File: config.mk
export PLATFORM = sky130hd
export DESIGN_NAME = nib_cpu
export DESIGN_NICKNAME = d
export VERILOG_FILES = /design/src/rtl/nib_cpu_pkg.sv /design/src/rtl/nib_regstore.sv /design/src/rtl/nib_stack.sv /design/src/rtl/nib_alu.sv /design/src/rtl/nib_cpu.sv
export SDC_FILE = /design/constraint.sdc
export NUM_CORES = 1
export LEC_CHECK = 0
export ABC_AREA = 1
export ABC_CLOCK_PERIOD_IN_PS = 5900
export BUFFER_PORTS_ARGS = -buffer_cell sky130_fd_sc_hd__buf_2
export CORE_ASPECT_RATIO = 0.8
export CORE_UTILIZATION = 45
export DETAILED_ROUTE_END_ITERATION = 10
export PLACE_DENSITY = 0.61
export SLEW_MARGIN = 20
export SYNTH_ARGS = -nofsm -noshare
export SYNTH_HDL_FRONTEND = slang
export SYNTH_SLANG_ARGS = --single-unit
File: constraint.sdc
create_clock -name clk -period 5.9 [get_ports clk]
set_clock_uncertainty 0.1 [all_clocks]
set_input_delay 0.59 -clock clk [delete_from_list [all_inputs] [get_ports clk]]
set_output_delay 0.59 -clock clk [all_outputs]
set_load 0.01 [all_outputs]
File: src/rtl/nib_cpu_pkg.sv
package nib_cpu_pkg;

  localparam int OPC_W = 4;

  typedef enum logic [OPC_W-1:0] {
    OP_ADD  = 4'd0,
    OP_SUB  = 4'd1,
    OP_XCHG = 4'd2,
    OP_MOV  = 4'd3,
    OP_RCR  = 4'd4,
    OP_IN   = 4'd5,
    OP_OUT  = 4'd6,
    OP_AND  = 4'd7,
    OP_TEST = 4'd8,
    OP_OR   = 4'd9,
    OP_XOR  = 4'd10,
    OP_PUSH = 4'd11,
    OP_POP  = 4'd12,
    OP_CALL = 4'd13,
    OP_RET  = 4'd14,
    OP_HLT  = 4'd15
  } opcode_e;

  typedef struct packed {
    logic z;
    logic s;
    logic c;
  } flags_t;

endpackage

File: src/rtl/nib_regstore.sv
module nib_regstore #(
  parameter int WORD_W = 8,
  parameter int ADDR_W = 4
) (
  input  logic              clk,
  input  logic              we,
  input  logic [ADDR_W-1:0] waddr,
  input  logic [WORD_W-1:0] wdata,
  input  logic [ADDR_W-1:0] raddr,
  output logic [WORD_W-1:0] rdata
);
  localparam int DEPTH = 1 << ADDR_W;

  logic [WORD_W-1:0] mem [DEPTH];

  always_ff @(posedge clk) begin
    if (we) mem[waddr] <= wdata;
  end

  // asynchronous read: distributed RAM keeps single-cycle execution
  assign rdata = mem[raddr];

endmodule

File: src/rtl/nib_stack.sv
module nib_stack #(
  parameter int WORD_W  = 4,
  parameter int PTR_W   = 4,
  parameter int SP_INIT = 14
) (
  input  logic              clk,
  input  logic              rst,
  input  logic              push,
  input  logic              pop,
  input  logic [WORD_W-1:0] wr_data,
  output logic [WORD_W-1:0] top_data
);
  localparam int DEPTH = 1 << PTR_W;

  logic [WORD_W-1:0] mem [DEPTH];
  logic [PTR_W-1:0]  sp;
  logic [PTR_W-1:0]  sp_dec;

  assign sp_dec = sp - 1'b1;

  always_ff @(posedge clk) begin
    if (rst)       sp <= PTR_W'(SP_INIT);
    else if (push) sp <= sp_dec;
    else if (pop)  sp <= sp + 1'b1;
  end

  always_ff @(posedge clk) begin
    if (push && !rst) mem[sp_dec] <= wr_data;
  end

  assign top_data = mem[sp];

  AST_PUSH_LAND_ON_TOP: assert property (@(posedge clk) disable iff (rst)
    push |=> top_data == $past(wr_data));

endmodule

File: src/rtl/nib_alu.sv
module nib_alu
  import nib_cpu_pkg::*;
#(
  parameter int DATA_W = 4
) (
  input  opcode_e           op,
  input  logic [DATA_W-1:0] a,
  input  logic [DATA_W-1:0] b,
  input  logic [DATA_W-1:0] mem_op,
  input  logic [DATA_W-1:0] ext_in,
  input  logic              cin,
  output logic [DATA_W-1:0] res,
  output logic              cout,
  output logic              wr_a,
  output logic              wr_b,
  output logic              set_zs,
  output logic              set_c
);
  logic [DATA_W:0] sum;

  assign sum = {1'b0, a} + {1'b0, b};

  always_comb begin
    res    = '0;
    cout   = cin;
    wr_a   = 1'b0;
    wr_b   = 1'b0;
    set_zs = 1'b0;
    set_c  = 1'b0;
    unique case (op)
      OP_ADD:  begin res = sum[DATA_W-1:0]; cout = sum[DATA_W];
                     wr_a = 1'b1; set_zs = 1'b1; set_c = 1'b1; end
      OP_SUB:  begin res = a - b; cout = (a < b);
                     wr_a = 1'b1; set_zs = 1'b1; set_c = 1'b1; end
      OP_XCHG: begin res = b; wr_a = 1'b1; set_zs = 1'b1; end
      OP_MOV:  begin res = mem_op; wr_a = 1'b1; end
      OP_RCR:  begin res = {cin, b[DATA_W-1:1]}; cout = b[0];
                     wr_b = 1'b1; set_zs = 1'b1; set_c = 1'b1; end
      OP_IN:   begin res = ext_in; wr_a = 1'b1; end
      OP_AND:  begin res = a & b; wr_a = 1'b1; set_zs = 1'b1; end
      OP_TEST: begin res = b & mem_op; set_zs = 1'b1; end
      OP_OR:   begin res = b | mem_op; wr_b = 1'b1; set_zs = 1'b1; end
      OP_XOR:  begin res = a ^ mem_op; wr_a = 1'b1; set_zs = 1'b1; end
      default: begin res = '0; end
    endcase
  end

endmodule

File: src/rtl/nib_cpu.sv
module nib_cpu
  import nib_cpu_pkg::*;
#(
  parameter int DATA_W   = 4,
  parameter int ADDR_W   = 4,
  parameter int SP_RESET = 14
) (
  input  logic                      clk,
  input  logic                      rst,
  input  logic                      ld_en,
  input  logic                      ld_sel,
  input  logic [ADDR_W-1:0]         ld_addr,
  input  logic [OPC_W+ADDR_W-1:0]   ld_data,
  input  logic [DATA_W-1:0]         in_port,
  output logic [DATA_W-1:0]         out_port,
  output logic [2:0]                flags,
  output logic                      halted
);
  localparam int INSTR_W = OPC_W + ADDR_W;
  localparam int STK_W   = (DATA_W > ADDR_W) ? DATA_W : ADDR_W;

  logic [ADDR_W-1:0]  pc_q, pc_next, pc_inc;
  logic [DATA_W-1:0]  a_q, b_q, out_q;
  flags_t             flg_q;
  logic               halted_q;
  logic [INSTR_W-1:0] instr;
  logic [DATA_W-1:0]  mem_op;
  logic [ADDR_W-1:0]  imm;
  opcode_e            op;
  logic               exec;
  logic [STK_W-1:0]   stk_wr, stk_top;
  logic               push, pop;
  logic [DATA_W-1:0]  res;
  logic               cout, wr_a, wr_b, set_zs, set_c;

  nib_regstore #(.WORD_W(INSTR_W), .ADDR_W(ADDR_W)) u_prog (
    .clk(clk), .we(ld_en && !ld_sel), .waddr(ld_addr), .wdata(ld_data),
    .raddr(pc_q), .rdata(instr));

  nib_regstore #(.WORD_W(DATA_W), .ADDR_W(ADDR_W)) u_data (
    .clk(clk), .we(ld_en && ld_sel), .waddr(ld_addr),
    .wdata(ld_data[DATA_W-1:0]), .raddr(imm), .rdata(mem_op));

  assign op     = opcode_e'(instr[INSTR_W-1 -: OPC_W]);
  assign imm    = instr[ADDR_W-1:0];
  assign exec   = !ld_en && !halted_q;
  assign pc_inc = pc_q + 1'b1;

  assign push   = exec && (op == OP_PUSH || op == OP_CALL);
  assign pop    = exec && (op == OP_POP  || op == OP_RET);
  assign stk_wr = (op == OP_CALL) ? STK_W'(pc_inc) : STK_W'(b_q);

  nib_stack #(.WORD_W(STK_W), .PTR_W(ADDR_W), .SP_INIT(SP_RESET)) u_stack (
    .clk(clk), .rst(rst), .push(push), .pop(pop),
    .wr_data(stk_wr), .top_data(stk_top));

  nib_alu #(.DATA_W(DATA_W)) u_alu (
    .op(op), .a(a_q), .b(b_q), .mem_op(mem_op), .ext_in(in_port),
    .cin(flg_q.c), .res(res), .cout(cout), .wr_a(wr_a), .wr_b(wr_b),
    .set_zs(set_zs), .set_c(set_c));

  always_comb begin
    unique case (op)
      OP_CALL: pc_next = imm;
      OP_RET:  pc_next = stk_top[ADDR_W-1:0];
      OP_HLT:  pc_next = pc_q;
      default: pc_next = pc_inc;
    endcase
  end

  always_ff @(posedge clk) begin
    if (rst) begin
      pc_q     <= '0;
      a_q      <= '0;
      b_q      <= '0;
      flg_q    <= '0;
      out_q    <= '0;
      halted_q <= 1'b0;
    end else if (exec) begin
      if (wr_a)           a_q <= res;
      if (wr_b)           b_q <= res;
      if (op == OP_XCHG)  b_q <= a_q;
      if (op == OP_POP)   b_q <= stk_top[DATA_W-1:0];
      if (set_zs) begin
        flg_q.z <= (res == '0);
        flg_q.s <= res[DATA_W-1];
      end
      if (set_c)          flg_q.c  <= cout;
      if (op == OP_OUT)   out_q    <= a_q;
      if (op == OP_HLT)   halted_q <= 1'b1;
      pc_q <= pc_next;
    end
  end

  assign out_port = out_q;
  assign flags    = flg_q;
  assign halted   = halted_q;

  AST_LOAD_STALLS_PC: assert property (@(posedge clk) disable iff (rst)
    ld_en |=> $stable(pc_q));
  AST_PC_WRAPS: assert property (@(posedge clk) disable iff (rst)
    (exec && pc_q == '1 && op != OP_CALL && op != OP_RET && op != OP_HLT) |=> pc_q == '0);
  AST_OUT_HOLDS: assert property (@(posedge clk) disable iff (rst)
    !(exec && op == OP_OUT) |=> $stable(out_q));
  AST_CALL_JUMPS: assert property (@(posedge clk) disable iff (rst)
    (exec && op == OP_CALL) |=> pc_q == $past(imm));
  AST_HALT_STICKS: assert property (@(posedge clk) disable iff (rst)
    halted_q |=> halted_q);

endmodule

---- After elaboration in Yosys (flattened, before gate mapping) ----
Memory sizes are Yosys's and may differ from the RTL's. A register that Yosys moved wholly into a read port is not among the register bits.
Cells that the tools add are included.
cells by class
  add/sub/neg operators ................... 5
  $lt $le $gt $ge ......................... 1
  equality and inequality tests ........... 15
  mux-type cells .......................... 23
  bitwise logic cells ..................... 5
  reduce and logical (&&, ||, !) cells .... 28
operators by type and width
  operator                                                             count
  4-bit 2-to-1 mux                                                     10
  4-bit one-hot mux with 10 select lines                               1
  4-bit == test (second input constant)                                8
  4-bit by 3-bit == test with 1-bit output (second input constant)     4
  4-bit one-hot mux with 3 select lines                                1
  2-bit AND reduction                                                  6
  1-bit 2-to-1 mux                                                     10
  4-bit by 1-bit adder with 4-bit output (second input constant)       2
  4-bit bitwise AND                                                    2
  4-bit by 2-bit == test with 1-bit output (second input constant)     2
  4-bit logical NOT                                                    2
  8-bit OR reduction                                                   1
  7-bit OR reduction                                                   1
  1-bit logical AND                                                    6
  3-bit nonzero test                                                   2
  4-bit by 4-bit adder with 5-bit output                               1
  4-bit by 1-bit == test with 1-bit output (second input constant)     1
  1-bit logical NOT                                                    4
  4-bit less-than comparator                                           1
  4-bit bitwise OR                                                     1
  4-bit by 1-bit subtractor with 4-bit output (second input constant)  1
  4-bit subtractor                                                     1
  4-bit XOR                                                            1
  1-bit one-hot mux with 3 select lines                                1
  other kinds (6)                                                      7
word-level totals
  register bits ........................... 24
  memory bits (writable) .................. 256
  input bits .............................. 20
  output and inout bits ................... 8
  word-level logic and storage cells ...... 89
  memories kept ........................... 3
memories
  name         words  width  read ports  clocked after Yosys merged registers in  write ports  line                RTL
  u_prog.mem   16     8      1           1                                        1            nib_regstore.sv:14  logic [WORD_W-1:0] mem [DEPTH];
  u_data.mem   16     4      1           0                                        1            nib_regstore.sv:14
  u_stack.mem  16     4      1           1                                        1            nib_stack.sv:15     logic [WORD_W-1:0] mem [DEPTH];

---- Longest topological paths before layout ----
Gate-level depths: netlist (run 1).
  depth after elaboration ................. 7
  mapped depth ............................ 23
  mapped depth without buffers ............ 21

---- By module ----
From an unflattened synthesis (run 1), not the netlist that was laid out.
unflattened totals
  cell total of the unflattened synthesis .. 1488
  area total of the unflattened synthesis .. 13669.4 um^2
modules (own cells, without submodules)
  module                  instances  cells an instance  area each (um^2)  seq. area each (um^2)
  nib_regstore at u_prog  1          543                5606.6            3843.7
  nib_stack               1          332                3245.6            2082.0
  nib_regstore at u_data  1          286                2886.5            1921.8
  nib_cpu                 1          176                1133.6            400.4
  nib_alu                 1          151                797.0             0.0

---- Worst setup path after synthesis (run 1) ----
No wires, ideal clock.
  kind .................................... reg2reg
  start ................................... register with a tool-made name
  end ..................................... memory u_stack.mem[0][0], data pin
  setup time .............................. 0.330 ns
  arrival ................................. 2.343 ns
  required time ........................... 5.470 ns
  setup slack ............................. 3.127 ns
  stages on the path, launching flop included .. 12
  path buffers ............................ 4
  period minus slack after synthesis ...... 2.773 ns
  path through ............................ dfxtp_1 -> buf_6 -> buf_6 -> buf_6 -> o21ai_0 -> o211ai_1 -> nand3_1 -> nand2_2 -> nor2_4 -> nand3_2 -> clkbuf_1 -> o21ai_0
RTL lines
  item           line
  end, declared  nib_stack.sv:15

==> results.sh, run 1 <==
export IMPL_power_frac_comb_pct=42.2
export IMPL_routedWlPerCell_um=19.1
export IMPL_final_util_pct=50.3
export IMPL_cts_hold_buffers=0
export IMPL_setup_viol=0
export IMPL_viasPerCell=5.46
export IMPL_seqPwrFrac_pct=34.0
export IMPL_globalplace_congestion=0.905
export IMPL_ff2ff_path_depth=14
export IMPL_postSynthCellCount=1189
export IMPL_drt_pass1_iter_count=5
export IMPL_clock_path_buffers=3
export IMPL_hp_start="rst"
export IMPL_min_to="halted"
export IMPL_critPathMaxFanout=58
export IMPL_drtAntennaViolNets=0
export IMPL_p_int_mw=4.50
export IMPL_yosysWarnings=0
export IMPL_postCtsSetupBuffers=0
export IMPL_mostFrequentLayoutCell="edfxtp_1"
export IMPL_yosysSeqAreaShare_pct=64.3
export IMPL_endpoint_kind="flip-flop"
export IMPL_core_um2=28300
export IMPL_diodes=0
export IMPL_vias=8716
export IMPL_avgSynthCellArea_um2=10.9
export IMPL_worst_pin_slew_ns=1.11
export IMPL_p_leak_nw=5.24
export IMPL_syn_nets=1225
export IMPL_start_util_pct=45.8
export IMPL_switching_power_mw=3.30
export IMPL_critPathLaunchType="flip-flop"
export IMPL_maxSlewViolCount=0
export IMPL_rsz0062_at_grt="false"
export IMPL_route_detailed_drc=0
export IMPL_hold_path_class="in -> reg"
export IMPL_power_density_nw_per_um2=548
export IMPL_p_sw_share_pct=42.3
export IMPL_grtUsageTotal_pct=21.0
export IMPL_portBuffers=27
export IMPL_drive_gt1_share_pct=10.7
export IMPL_hold_viol=0
export IMPL_clk_latency_ns=0.54
export IMPL_cts_inserted_buffers=28
export IMPL_r2r_setup_slack_ns=1.74
export IMPL_relSlewSlack_pct=25.9
export IMPL_power_frac_clock_pct=23.8
export IMPL_synth_area_leaders="edfxtp_1, nand2_1, nand3_1"
export IMPL_grt_pass1_wl_um=47200
export IMPL_min_period_over_period_pct=70.5
export IMPL_required_ns=5.97
export IMPL_worst_hold_path_num_cells=2
export IMPL_dieWidth_um=192
export IMPL_area_delta_synth_final_pct=9.91
export IMPL_clkSlewWorstSetupHoldPaths_ns=0.06
export IMPL_path_class="reg -> reg"
export IMPL_root_buffer="clkbuf_16"
export IMPL_async_flop_share_pct=0
export IMPL_num_rows=55
export IMPL_multi_input_area_um2=3930
export IMPL_tns_ns=0
export IMPL_worstReg2RegEnd="u_stack.mem[11][1]"
export IMPL_synth_edf_count=256
export IMPL_nets=1240
export IMPL_die_y_um=154
export IMPL_final_cell_mix="edfxtp_1, nand2_1, nand3_1"
export IMPL_irDropWorstVdd_v=0.000253
export IMPL_hold_ws_ns=0.306
export IMPL_antenna_found_initial=0
export IMPL_seq_area_um2=8330
export IMPL_dp_hpwl_um=20500
export IMPL_cts_tree="yes"
export IMPL_grt_ovfl_total=0
export IMPL_drt_iter0_drc=791
export IMPL_htree_levels=1
export IMPL_synth_seq_cells=288
export IMPL_cap_violations=0
export IMPL_cts_sinks=288
export IMPL_grt_max_degree=59
export IMPL_io_pins=28
export IMPL_period_minus_slack_ns=4.16
export IMPL_post_cts_resize_count=0
export IMPL_yosysUniqueCellTypes=47
export IMPL_synthFlopType="edfxtp_1"
export IMPL_die_area_um2=29500
export IMPL_timing_fmax_mhz=240
export IMPL_fillers=2490
export IMPL_synth_top_area_share_pct=59.3
export IMPL_wl_um=30500
export IMPL_status="finished clean"
export IMPL_grt_pass1_vias=8133
export IMPL_synth_top_cell_by_area="edfxtp_1"
export IMPL_worst_ep_arrival_time_ns=4.23
export IMPL_syn_area_um2=13000
## cells in the mapped netlist (2+ instances only)
cell / n
mux2i_1: 16
o21ai_0: 61
a221oi_1: 3
xor2_1: 4
a22o_1: 2
buf_2: 12
nor2_2: 6
o21ai_1: 14
edfxtp_1: 256
nor2_1: 118
buf_4: 7
nand3_1: 155
xnor2_1: 3
clkbuf_1: 17
inv_4: 2
a21oi_1: 53
inv_2: 12
nand2_4: 4
o211ai_2: 3
nand2_1: 210
o211ai_1: 37
inv_1: 83
buf_8: 2
nand3_2: 5
fa_1: 2
nand3_4: 2
nand2_2: 10
nor2_4: 4
nor3_1: 8
or2_2: 3
o2111ai_1: 2
ha_1: 14
clkinv_1: 2
buf_6: 10
dfxtp_1: 32
a211oi_1: 4
## layout make-up
type / instances / share of cell area, %
clock buffer: 34 / 5.23
clock inverter: 18 / 1.49
inverter: 100 / 2.68
multi-input combinational: 753 / 27.6
sequential: 288 / 58.5
tap: 370 / 3.25
timing repair buffer: 33 / 1.27
## cells by family (layout without fill, tap and decap cells)
group	count (synthesis)	after routing	synth area share, %
XOR/XNOR	7	7	0.473
AND/OR/NAND/NOR	529	529	18.4
flip-flops	288	288	64.3
multiplexers	16	16	1.24
buffers and inverters	148	185	5.41
AO/OA/AOI/OAI	185	185	8.54
adder cells (fa/ha/maj)	16	16	1.66
## per-layer routing
metal | wire [µm] | share of wire, % | vias up | global-route usage (%)
li1 | - | - | 4190 | -
met1 | 15000 | 49 | 4179 | 33.2
met2 | 12700 | 42 | 314 | 29.7
met3 | 2420 | 7.9 | 33 | 4.02
met4 | 457 | 1.5 | 0 | 4.08
met5 | 0 | 0 | - | 0
## registers in the layout, summed over array words and instances (netlist names), 3 cells and up, named ones only
name	count
b_q	4
pc_q	4
a_q	4
flags	3
out_port	4
u_prog.mem	128
u_data.mem	64
u_stack.mem	64
u_stack.sp	4
## worst max-delay path, cell delays in order, from the launching register on
cell and delay (ns):
dfxtp_2 0.79, inv_4 0.41, nor2_1 0.19, nor2_1 0.05, o21ai_0 0.13, o211ai_1 0.12, nand3_1 0.13, nand2_2 0.15
nor2_4 0.23, nand3_2 0.28, o21ai_1 0.17, nand2_1 0.18, nor2_2 0.24, inv_2 0.07, nor3_1 0.51
## power groups by stage
stage / combinational (mW) / clock, mW / sequential (mW)
finish: 3.29 / 1.86 / 2.65
global route: 3.67 / 1.95 / 2.68
CTS: 3.25 / 1.88 / 2.65
detailed placement: 3.23 / 0 / 2.69
global placement: 3.22 / 0 / 2.69
floorplan: 2.70 / 0 / 2.50
## per-stage QoR
step	setup WS, ns	area (µm²)	total power [mW]	std cells
finish	1.74	14200	7.80	1596
global route	1.31	14200	8.30	1596
floorplan	3.13	13000	5.19	1189
global placement	1.77	13300	5.90	1544
detailed placement	1.71	13300	5.92	1544
CTS	1.73	14200	7.79	1596
## worst max path at each step
stage / start / endpoint / slack, ns / depth (start not counted)
floorplan: flip-flop / u_stack.mem[0][0] / 3.13 / 11
global placement: flip-flop / u_stack.mem[11][2] / 1.77 / 12
detailed placement: flip-flop / u_stack.mem[11][2] / 1.71 / 12
CTS: flip-flop / u_stack.mem[11][1] / 1.73 / 12
global route: flip-flop / u_stack.mem[11][1] / 1.31 / 14
finish: flip-flop / u_stack.mem[11][1] / 1.74 / 14
Note: power is estimated with default switching activity, not from simulation.
==> inputs of run 2 (changes only) <==
ABC_CLOCK_PERIOD_IN_PS = 3800   (was 5900)
PLACE_DENSITY = 0.64   (was 0.61)
clock period = 3.8 ns   (was 5.9 ns; I/O delays follow)
==> run 2 against run 1 <==
Net effect:
- sequential share of layout area fell by 0.72 points
- largest cell class unchanged
- clock power rose by 60%
- utilization rose by 0.62 points
- fmax rose by 21%
==> results.sh, run 2 (synthesized netlist as in run 1, its figures left out) <==
export IMPL_status="finished clean"
export IMPL_largest_reg_flops=128
export IMPL_cap_violations=0
export IMPL_cts_tree="yes"
export IMPL_final_cells=1610
export IMPL_drt_pass1_iter_count=5
export IMPL_p_sw_share_pct=42.1
export IMPL_met2WireLength_um=13100
export IMPL_wl_met1_um=14800
export IMPL_dr_max_layer_used="met4"
export IMPL_dp_hpwl_um=20300
export IMPL_route_detailed_drc=0
export IMPL_seqPwrFrac_pct=31.4
export IMPL_hold_viol=0
export IMPL_power_frac_clock_pct=24.2
export IMPL_worst_ep_arrival_time_ns=3.53
export IMPL_maxSlewViolCount=0
export IMPL_wl_um=30800
export IMPL_cts_sinks=288
export IMPL_largest_register="u_prog.mem"
export IMPL_cts_hold_buffers=0
export IMPL_power_density_nw_per_um2=855
export IMPL_dp_cells=1558
export IMPL_portBuffers=27
export IMPL_cpMostUsedCell="nand2_1"
export IMPL_drtAntennaViolNets=0
export IMPL_fin_area_um2=14400
export IMPL_min_period_over_period_pct=90.6
export IMPL_vias=8918
export IMPL_crit_chain="buf_6 -> o21ai_0 -> o211ai_1 -> nand3_1 -> nand2_2 -> inv_2 -> nor2_4 -> nand3_2 -> o21ai_1 -> nand2_1 -> nor2_2 -> nand2_1 -> nor2_1"
export IMPL_htree_levels=1
export IMPL_root_buffer="clkbuf_16"
export IMPL_cp_top_family="simple AND/OR/NAND/NOR gates"
export IMPL_r2r_setup_slack_ns=0.36
export IMPL_drt_iter0_drc=910
export IMPL_irDropWorstVdd_v=0.000412
export IMPL_setup_viol=0
export IMPL_grt_pass1_vias=8311
export IMPL_area_delta_synth_final_pct=11.3
export IMPL_clk_latency_ns=0.54
export IMPL_viasPerCell=5.54
export IMPL_start_util_pct=45.8
export IMPL_power_frac_comb_pct=44.5
export IMPL_p_leak_nw=5.34
export IMPL_grt_max_degree=49
export IMPL_wl_met3_um=2320
export IMPL_grt_ovfl_total=0
export IMPL_relSlewSlack_pct=28.5
export IMPL_timing_fmax_mhz=290
export IMPL_cpPeakStageDelay_ns=0.42
export IMPL_hold_path_class="in -> reg"
export IMPL_rsz0062_at_grt="false"
export IMPL_reg_top3="u_prog.mem x128, u_data.mem x64, u_stack.mem x64"
export IMPL_critPathMaxFanout=70
export IMPL_critPathLaunchType="flip-flop"
export IMPL_core_um2=28300
export IMPL_dieWidth_um=192
export IMPL_switching_power_mw=5.20
export IMPL_final_cell_mix="edfxtp_1, nand2_1, nand3_1"
export IMPL_globalplace_congestion=0.906
export IMPL_fillers=2434
export IMPL_die_y_um=154
export IMPL_grtUsageTotal_pct=21.3
export IMPL_antenna_found_initial=0
export IMPL_required_ns=3.89
export IMPL_placed_cell_area_um2=13400
export IMPL_diodes=0
export IMPL_drive_gt1_share_pct=12.3
export IMPL_endpoint_kind="flip-flop"
export IMPL_die_area_um2=29500
export IMPL_cp_num_buf_inv=2
export IMPL_multi_input_area_um2=3950
export IMPL_cpMaxStageDelayCell="buf_6"
export IMPL_nets=1254
export IMPL_path_class="reg -> reg"
export IMPL_power_mw=12.3
export IMPL_routedWlPerCell_um=19.1
export IMPL_p_int_mw=7.13
export IMPL_mostFrequentLayoutCell="edfxtp_1"
export IMPL_seq_area_um2=8330
export IMPL_worst_pin_slew_ns=1.07
export IMPL_cts_inserted_buffers=29
export IMPL_io_pins=28
export IMPL_clock_path_buffers=3
export IMPL_num_rows=55
export IMPL_grt_pass1_wl_um=48200
export IMPL_clkSlewWorstSetupHoldPaths_ns=0.06
export IMPL_tns_ns=0
export IMPL_period_minus_slack_ns=3.44
==> run 2: changes by cell type in the layout (fill, tap and decap cells not counted), moves of 2 or more <==
| cell | change |
|---|---|
| buf_4 | +11 |
| clkbuf_8 | +3 |
| nor2_1 | -2 |
| clkinv_1 | -2 |
| clkinv_2 | +3 |
| nor2_2 | +2 |
| clkbuf_1 | -3 |
==> run 2: worst register-to-register path, delay by kind of cell, from the launching register on <==
kind | cells | cell delay [ns]
AND/OR/NAND/NOR | 8 | 1.63
buffers and inverters | 2 | 0.51
flip-flops | 1 | 0.35
AO/OA/AOI/OAI | 3 | 0.50
==> run 2: final cells by class <==
| cell class | count | share of cell area (%) |
|---|---|---|
| repair buffers | 46 | 2.04 |
| inverters | 100 | 2.65 |
| clock inverters | 19 | 1.59 |
| well taps | 370 | 3.21 |
| multi-input cells | 753 | 27.4 |
| clock buffers | 34 | 5.37 |
| flip-flops and latches | 288 | 57.8 |
==> run 2: what timing repair did <==
| item | CTS | global route |
|---|---|---|
| resized for setup | 0 | 2 |
| buffers inserted | 0 | 0 |
| setup endpoints to repair | 0 | 7 |
==> run 2: final timing paths <==
kind / from / end / cells past startpoint
max reg2reg: flip-flop / u_stack.mem[6][1] / 13
min reg2reg: flags[2] / flags[2] / 2
max: flip-flop / u_stack.mem[6][1] / 13
min: rst / halted / 2
==> run 2: power groups by stage <==
stage	Clock (mW)	Combinational, mW	Sequential (mW)
floorplan	0	4.18	3.88
global placement	0	5.27	3.93
detailed placement	0	5.35	3.93
CTS	3.02	5.39	3.86
global route	3.14	6.09	3.89
finish	2.98	5.48	3.87
==> run 2: stage by stage <==
stage	util, %	hold slack (ns)	setup slack [ns]
6_report	51.0	0.115	0.358
5_1_grt	51.0	0.123	0.0435
4_1_cts	50.9	0.0966	0.182
3_5_place_dp	47.4	0.369	0.230
3_3_place_gp	47.4	0.372	0.286
2_1_floorplan	-	0.354	1.03
==> run 2: routing by layer <==
metal / track usage (%) / vias to the layer above
met5: 0 / -
met1: 33.2 / 4302
met3: 3.86 / 45
met4: 4.69 / 0
li1: - / 4238
met2: 30.6 / 333
